**src/rtl/conv_rd_pkg.sv**
```systemverilog
package conv_rd_pkg;

    typedef enum logic {
        ST_OPEN = 1'b0,
        ST_HELD = 1'b1
    } lock_state_e;

    typedef enum logic {
        SEL_LO = 1'b0,
        SEL_HI = 1'b1
    } byte_sel_e;

endpackage

```
**src/rtl/conv_lock_fsm.sv**
```systemverilog
module conv_lock_fsm
    import conv_rd_pkg::*;
(
    input  logic clk,
    input  logic rst_n,
    input  logic rd_en,
    input  logic rd_sel,
    output logic held,
    output logic upd_allow
);

    lock_state_e state_q;
    lock_state_e state_d;
    logic        lo_read;
    logic        hi_read;

    assign lo_read = rd_en && (byte_sel_e'(rd_sel) == SEL_LO);
    assign hi_read = rd_en && (byte_sel_e'(rd_sel) == SEL_HI);

    // next state: T_LOCK and T_RELEASE
    always_comb begin
        state_d = state_q;
        unique case (state_q)
            ST_OPEN: if (lo_read) state_d = ST_HELD;   // T_LOCK
            ST_HELD: if (hi_read) state_d = ST_OPEN;   // T_RELEASE
            default: state_d = ST_OPEN;
        endcase
    end

    always_ff @(posedge clk or negedge rst_n) begin
        if (!rst_n) state_q <= ST_OPEN;
        else        state_q <= state_d;
    end

    // outputs
    always_comb begin
        held      = 1'b0;
        upd_allow = 1'b0;
        unique case (state_q)
            ST_OPEN: upd_allow = !lo_read;
            ST_HELD: held      = 1'b1;
            default: upd_allow = 1'b0;
        endcase
    end


    lo_read_locks_chk: assert property (@(posedge clk) disable iff (!rst_n)
        lo_read |=> held);

    hi_read_releases_chk: assert property (@(posedge clk) disable iff (!rst_n)
        (held && hi_read) |=> !held);

    hi_alone_no_lock_chk: assert property (@(posedge clk) disable iff (!rst_n)
        (!held && hi_read) |=> !held);

endmodule

```
**src/rtl/conv_result_store.sv**
```systemverilog
module conv_result_store #(
    parameter int RES_W = 10
) (
    input  logic             clk,
    input  logic             rst_n,
    input  logic             wr_en,
    input  logic [RES_W-1:0] wr_data,
    output logic [RES_W-1:0] res_q
);

    always_ff @(posedge clk or negedge rst_n) begin
        if (!rst_n)     res_q <= '0;
        else if (wr_en) res_q <= wr_data;
    end

endmodule

```
**src/rtl/conv_byte_format.sv**
```systemverilog
module conv_byte_format #(
    parameter int RES_W  = 10,
    parameter int BYTE_W = 8
) (
    input  logic [RES_W-1:0]  res,
    input  logic              left_just,
    output logic [BYTE_W-1:0] lo_byte,
    output logic [BYTE_W-1:0] hi_byte
);

    localparam int PAIR_W = 2 * BYTE_W;
    localparam int PAD_W  = PAIR_W - RES_W;

    logic [PAIR_W-1:0] pair_right;
    logic [PAIR_W-1:0] pair_left;
    logic [PAIR_W-1:0] pair;

    generate
        if (PAD_W > 0) begin : g_pad
            assign pair_right = {{PAD_W{1'b0}}, res};
            assign pair_left  = {res, {PAD_W{1'b0}}};
        end else begin : g_full
            assign pair_right = res;
            assign pair_left  = res;
        end
    endgenerate

    assign pair    = left_just ? pair_left : pair_right;
    assign lo_byte = pair[BYTE_W-1:0];
    assign hi_byte = pair[PAIR_W-1:BYTE_W];

endmodule

```
**src/rtl/conv_result_regs.sv**
```systemverilog
module conv_result_regs
    import conv_rd_pkg::*;
#(
    parameter int RES_W  = 10,
    parameter int BYTE_W = 8
) (
    input  logic              clk,
    input  logic              rst_n,
    input  logic              cvt_done,
    input  logic [RES_W-1:0]  cvt_data,
    input  logic              left_just,
    input  logic              rd_en,
    input  logic              rd_sel,
    output logic [BYTE_W-1:0] rd_data
);

    localparam int HI_USED = RES_W - BYTE_W;

    logic              held;
    logic              upd_allow;
    logic              store_wr;
    logic [RES_W-1:0]  res_q;
    logic [BYTE_W-1:0] lo_byte;
    logic [BYTE_W-1:0] hi_byte;

    conv_lock_fsm u_lock (
        .clk       (clk),
        .rst_n     (rst_n),
        .rd_en     (rd_en),
        .rd_sel    (rd_sel),
        .held      (held),
        .upd_allow (upd_allow)
    );

    assign store_wr = cvt_done && upd_allow;

    conv_result_store #(.RES_W(RES_W)) u_store (
        .clk     (clk),
        .rst_n   (rst_n),
        .wr_en   (store_wr),
        .wr_data (cvt_data),
        .res_q   (res_q)
    );

    conv_byte_format #(.RES_W(RES_W), .BYTE_W(BYTE_W)) u_fmt (
        .res       (res_q),
        .left_just (left_just),
        .lo_byte   (lo_byte),
        .hi_byte   (hi_byte)
    );

    always_ff @(posedge clk or negedge rst_n) begin
        if (!rst_n)     rd_data <= '0;
        else if (rd_en) rd_data <= (byte_sel_e'(rd_sel) == SEL_HI) ? hi_byte : lo_byte;
    end


    held_freezes_chk: assert property (@(posedge clk) disable iff (!rst_n)
        held |=> $stable(res_q));

    open_accepts_chk: assert property (@(posedge clk) disable iff (!rst_n)
        (cvt_done && !held && !(rd_en && !rd_sel)) |=> (res_q == $past(cvt_data)));

    lo_collide_drop_chk: assert property (@(posedge clk) disable iff (!rst_n)
        (rd_en && !rd_sel) |=> $stable(res_q));

    rd_hold_chk: assert property (@(posedge clk) disable iff (!rst_n)
        !rd_en |=> $stable(rd_data));

    right_hi_zero_chk: assert property (@(posedge clk) disable iff (!rst_n)
        (rd_en && rd_sel && !left_just) |=> ((rd_data >> HI_USED) == '0));

endmodule

```
**config.mk**
```make
export PLATFORM = sky130hd
export DESIGN_NAME = conv_result_regs
export DESIGN_NICKNAME = d
export VERILOG_FILES = /design/src/rtl/conv_rd_pkg.sv /design/src/rtl/conv_lock_fsm.sv /design/src/rtl/conv_result_store.sv /design/src/rtl/conv_byte_format.sv /design/src/rtl/conv_result_regs.sv
export SDC_FILE = /design/constraint.sdc
export NUM_CORES = 1
export LEC_CHECK = 0
export ABC_AREA = 1
export BUFFER_PORTS_ARGS = -buffer_cell sky130_fd_sc_hd__clkbuf_2
export CAP_MARGIN = 10
export CELL_PAD_IN_SITES_DETAIL_PLACEMENT = 1
export CELL_PAD_IN_SITES_GLOBAL_PLACEMENT = 2
export CORE_MARGIN = 5
export CORE_UTILIZATION = 27
export CTS_CLUSTER_SIZE = 8
export DETAILED_ROUTE_END_ITERATION = 10
export GPL_ROUTABILITY_DRIVEN = 0
export PLACE_DENSITY_LB_ADDON = 0.1
export SLEW_MARGIN = 20
export SYNTH_ARGS = -nofsm -noshare
export SYNTH_HDL_FRONTEND = slang
export SYNTH_SLANG_ARGS = --single-unit
```
**constraint.sdc**
```tcl
create_clock -name clk -period 0.86 [get_ports clk]
set_input_delay 0.043 -clock clk [delete_from_list [all_inputs] [get_ports clk]]
set_output_delay 0.043 -clock clk [all_outputs]
set_load 0.005 [all_outputs]
```
Word-level counts from Yosys, hierarchy flattened
Index checks and enable logic that the tools add are counted.
{"block": "op_classes", "bitwise_logic": 2, "n_reduce_logical": 4, "n_mux": 6}
{"cell": "two-way mux 16 bit", "count": 1}
{"cell": "two-way mux 8 bit", "count": 1}
{"cell": "logical AND 1 bit", "count": 3}
{"cell": "two-way mux 1 bit", "count": 3}
{"cell": "inverter 1 bit", "count": 2}
{"cell": "one-hot mux 1 bit (2 select lines)", "count": 1}
{"cell": "zero test 1 bit", "count": 1}
{"block": "word_totals", "reg_bits": 19, "output_inout_bits": 8, "in_bits": 16, "elab_cells": 15}

Depth between registers and ports, before layout
{"block": "logic_depth", "depth_word": 5, "depth_mapped": 7, "depth_no_buf": 5}

Modules after synthesis
Synthesis repeated with hierarchy kept, for this count alone.
{"block": "unflattened", "hier_cells": 158, "area_unflattened_um2": 1058.5}
{"module": "conv_result_regs", "cells_each": 70, "n_inst": 1, "area_each_um2": 466.7, "seq_area_each_um2": 200.2}
{"module": "conv_result_store", "cells_each": 42, "n_inst": 1, "area_each_um2": 377.9, "seq_area_each_um2": 250.2}
{"module": "conv_byte_format", "cells_each": 39, "n_inst": 1, "area_each_um2": 165.2, "seq_area_each_um2": 0.0}
{"module": "conv_lock_fsm", "cells_each": 7, "n_inst": 1, "area_each_um2": 48.8, "seq_area_each_um2": 25.0}

Worst setup path after synthesis
Ideal clock, no wire load.
{"block": "synth_path", "path_kind": "reg-to-reg", "start": "reg (tool-made name)", "end": "reg u_store.res_q[4]", "setup_slack_ns": -0.001, "required_time_ns": 0.743, "arrival_time_ns": 0.743, "period_less_slack_ns": 0.861, "stages_incl_launch_ff": 6, "setup_ns": 0.117, "path_buffers": 1, "path_cell_list": "dfrtp_1 -> inv_1 -> nand3_4 -> buf_6 -> nand2_1 -> o21ai_2"}
{"item": "to (signal assigned)", "line": "conv_result_store.sv:13", "text": "else if (wr_en) res_q <= wr_data;"}
{"item": "to (decl)", "line": "conv_result_store.sv:8", "text": "output logic [RES_W-1:0] res_q"}

==> flow_metrics.env <==
export IMPL_die_h_um=70.1
export IMPL_fin_ws_ns=-0.0284
export IMPL_tns_ns=-0.267
export IMPL_synth_seq_area_share_pct=48.8
export IMPL_first_iter_violations=13
export IMPL_postRouteAntennaNets=0
export IMPL_num_rows=21
export IMPL_final_setup_viol_count=10
export IMPL_fin_nets=183
export IMPL_start_util_pct=28.5
export IMPL_max_stage_delay_ns=0.41
export IMPL_period_share_pct=103
export IMPL_diodes=0
export IMPL_groute_usage_overall_pct=11.7
export IMPL_die_area_um2=4910
export IMPL_violations="setup timing"
export IMPL_drv_cap=0
export IMPL_grt_overflow=0
export IMPL_vdd_drop_max_v=0.000532
export IMPL_drive_gt1_share_pct=42.8
export IMPL_wl_per_cell_um=12.3
export IMPL_cpMaxStageDelayCell="dfrtp_1"
export IMPL_io_pins=24
export IMPL_critical_path_class="reg -> reg"
export IMPL_vias=927
export IMPL_slew_headroom_pct=66.5
export IMPL_routed_wl_mm=2.61
export IMPL_drv_slew=0
export IMPL_coreArea_um2=3420
export IMPL_cts_tree="done"
export IMPL_ys_warn_count=0
export IMPL_io_buffers=23
export IMPL_rsz0062_at_grt="yes"
export IMPL_first_global_vias=998
export IMPL_cts_buffer_depth=2
export IMPL_post_place_ws_ns=-0.147
export IMPL_dp_hpwl_mm=1.74
export IMPL_cts_made_buffers=3
export IMPL_crit_chain="inv_4, nand3_4, nand2_2, o21ai_2"
export IMPL_clk_pin_slew_ns=0.12
export IMPL_cp_max_fo=5
export IMPL_critPathArrivalTime_ns=1.09
export IMPL_clock_skew_ns=0.00216
export IMPL_timing_fmax_mhz=1130
export IMPL_required_ns=1.07
export IMPL_tightest_slew_ns=0.502
export IMPL_antenna_found_initial=0
export IMPL_cts_sinks=19
export IMPL_post_route_min_period_ns=0.888
export IMPL_crit_family="flip-flops"
export IMPL_status="complete, but fails checks"
export IMPL_netlist_area_um2=975
export IMPL_yosysUniqueCellTypes=16
export IMPL_worst_skew_pair_late_latency_ns=0.30
export IMPL_power_total_mw=2.29
export IMPL_power_leakage_nw=0.744
export IMPL_dr_pass1_iters=4
export IMPL_end_kind="flip-flop"
export IMPL_fillers=433
export IMPL_syn_inst=115
export IMPL_area_growth_pct=47.6
export IMPL_stdcell_count=212
export IMPL_final_core_util_pct=42.1
export IMPL_hold_violations=0
export IMPL_hp_class="in -> reg"
export IMPL_dieWidth_um=70.1
export IMPL_syn_num_nets=131
export IMPL_whs_path_depth=4
export IMPL_viasPerCell=4.37
export IMPL_post_place_cells=184
export IMPL_p_per_area_nw_per_um2=1590
export IMPL_synth_area_per_cell_um2=8.48
export IMPL_cp_num_cells=4
export IMPL_root_buffer="clkbuf_4"
export IMPL_grt_pass1_wl_mm=4.62
export IMPL_reg2reg_depth=4
export IMPL_synth_seq_cells=19
export IMPL_grt_max_degree=20
export IMPL_critPathBufInv=1
export IMPL_htree_levels=1
export IMPL_drc=0
export IMPL_setup_worst_path_start_class="flip-flop"
-- placed cells by master (no fill, tap or decap), drive strengths merged --
master       instances
dlygate4sd3         11
a21oi                6
buf                 16
nor2                 9
clkinv               1
nand3               14
inv                 24
a31oi                4
o21ai               11
clkbuf              26
dfrtp               19
nand2               25
-- worst paths after layout --
check | from | end | slack, ns
max in group asynchronous | rst_n | u_store.res_q[5] | 0.28
hold / removal | rd_sel | rd_data[6] | 0.06
setup / recovery | flip-flop | u_store.res_q[3] | -0.03
setup reg to reg | flip-flop | u_store.res_q[3] | -0.03
hold reg to reg | u_store.res_q[0] | u_store.res_q[0] | 0.54
min in group asynchronous | rst_n | rd_data[7] | 0.24
-- registers in the layout (all words and copies together) (netlist names), named ones only --
register / cells
u_store.res_q: 10
rd_data: 8
-- metrics by stage --
stage,area [um2],hold slack (ns)
floorplan,975,-0.253
global placement,1140,0.0355
detailed placement,1140,0.0382
CTS,1370,0.0650
global route,1440,0.0772
finish,1440,0.0623
-- logic make-up after synthesis --
family	count (synthesis)	share of synthesized area, %
AO/OA/AOI/OAI	21	15.1
flip-flops	19	48.8
buffers and inverters	30	15.0
AND/OR/NAND/NOR	45	21.1
-- what timing repair did --
item | in CTS | in global routing
resized for setup | 7 | 7
endpoints found under the hold margin | 29 | 0
endpoints found under the setup margin | 18 | 21
pin swaps | 2 | 2
setup buffers | 4 | 6
gates cloned | 3 | 0
hold buffers | 11 | 0
-- worst reg2reg max path, delay by kind of cell (launching register included) --
family / cells / cell delay (ns)
and+or+nand+nor: 2 / 0.22
AOI/OAI and AO/OA: 1 / 0.04
DFF: 1 / 0.41
buffers and inverters: 1 / 0.12
-- report_power, final --
part	internal, mW	total, mW	leakage [nW]	switching [mW]
Sequential	1.03	1.15	0.232	0.119
Clock	0.173	0.476	0.0177	0.303
Combinational	0.340	0.660	0.494	0.321
Total	1.54	2.29	0.744	0.743
-- per-layer routing --
| layer | track usage, % | vias up | wire [um] |
|---|---|---|---|
| li1 | - | 460 | - |
| met1 | 15.4 | 446 | 1200 |
| met2 | 19.4 | 19 | 1280 |
| met3 | 1.72 | 2 | 113 |
| met4 | 4.47 | 0 | 17 |
| met5 | 0 | - | 0 |
-- Yosys cell counts, drive strengths merged --
cell type | number | share of area [%]
a21oi | 6 | 3.1
nand2 | 25 | 10
nand3 | 11 | 6.9
buf | 6 | 5.5
nor2 | 9 | 3.7
o21ai | 11 | 9.5
a31oi | 4 | 2.6
dfrtp | 19 | 49
inv | 24 | 9.5
-- area by class of cell --
class	count	area [um2]	share of cell area [%]
clock buffers	3	22.5	1.57
clock inverters	1	5.00	0.348
inverters	24	95.1	6.61
multi-input cells	69	438	30.4
flip-flops and latches	19	475	33.0
well taps	46	57.6	4.00
repair buffers	50	345	24.0
Power figures use the tool's default switching activity.
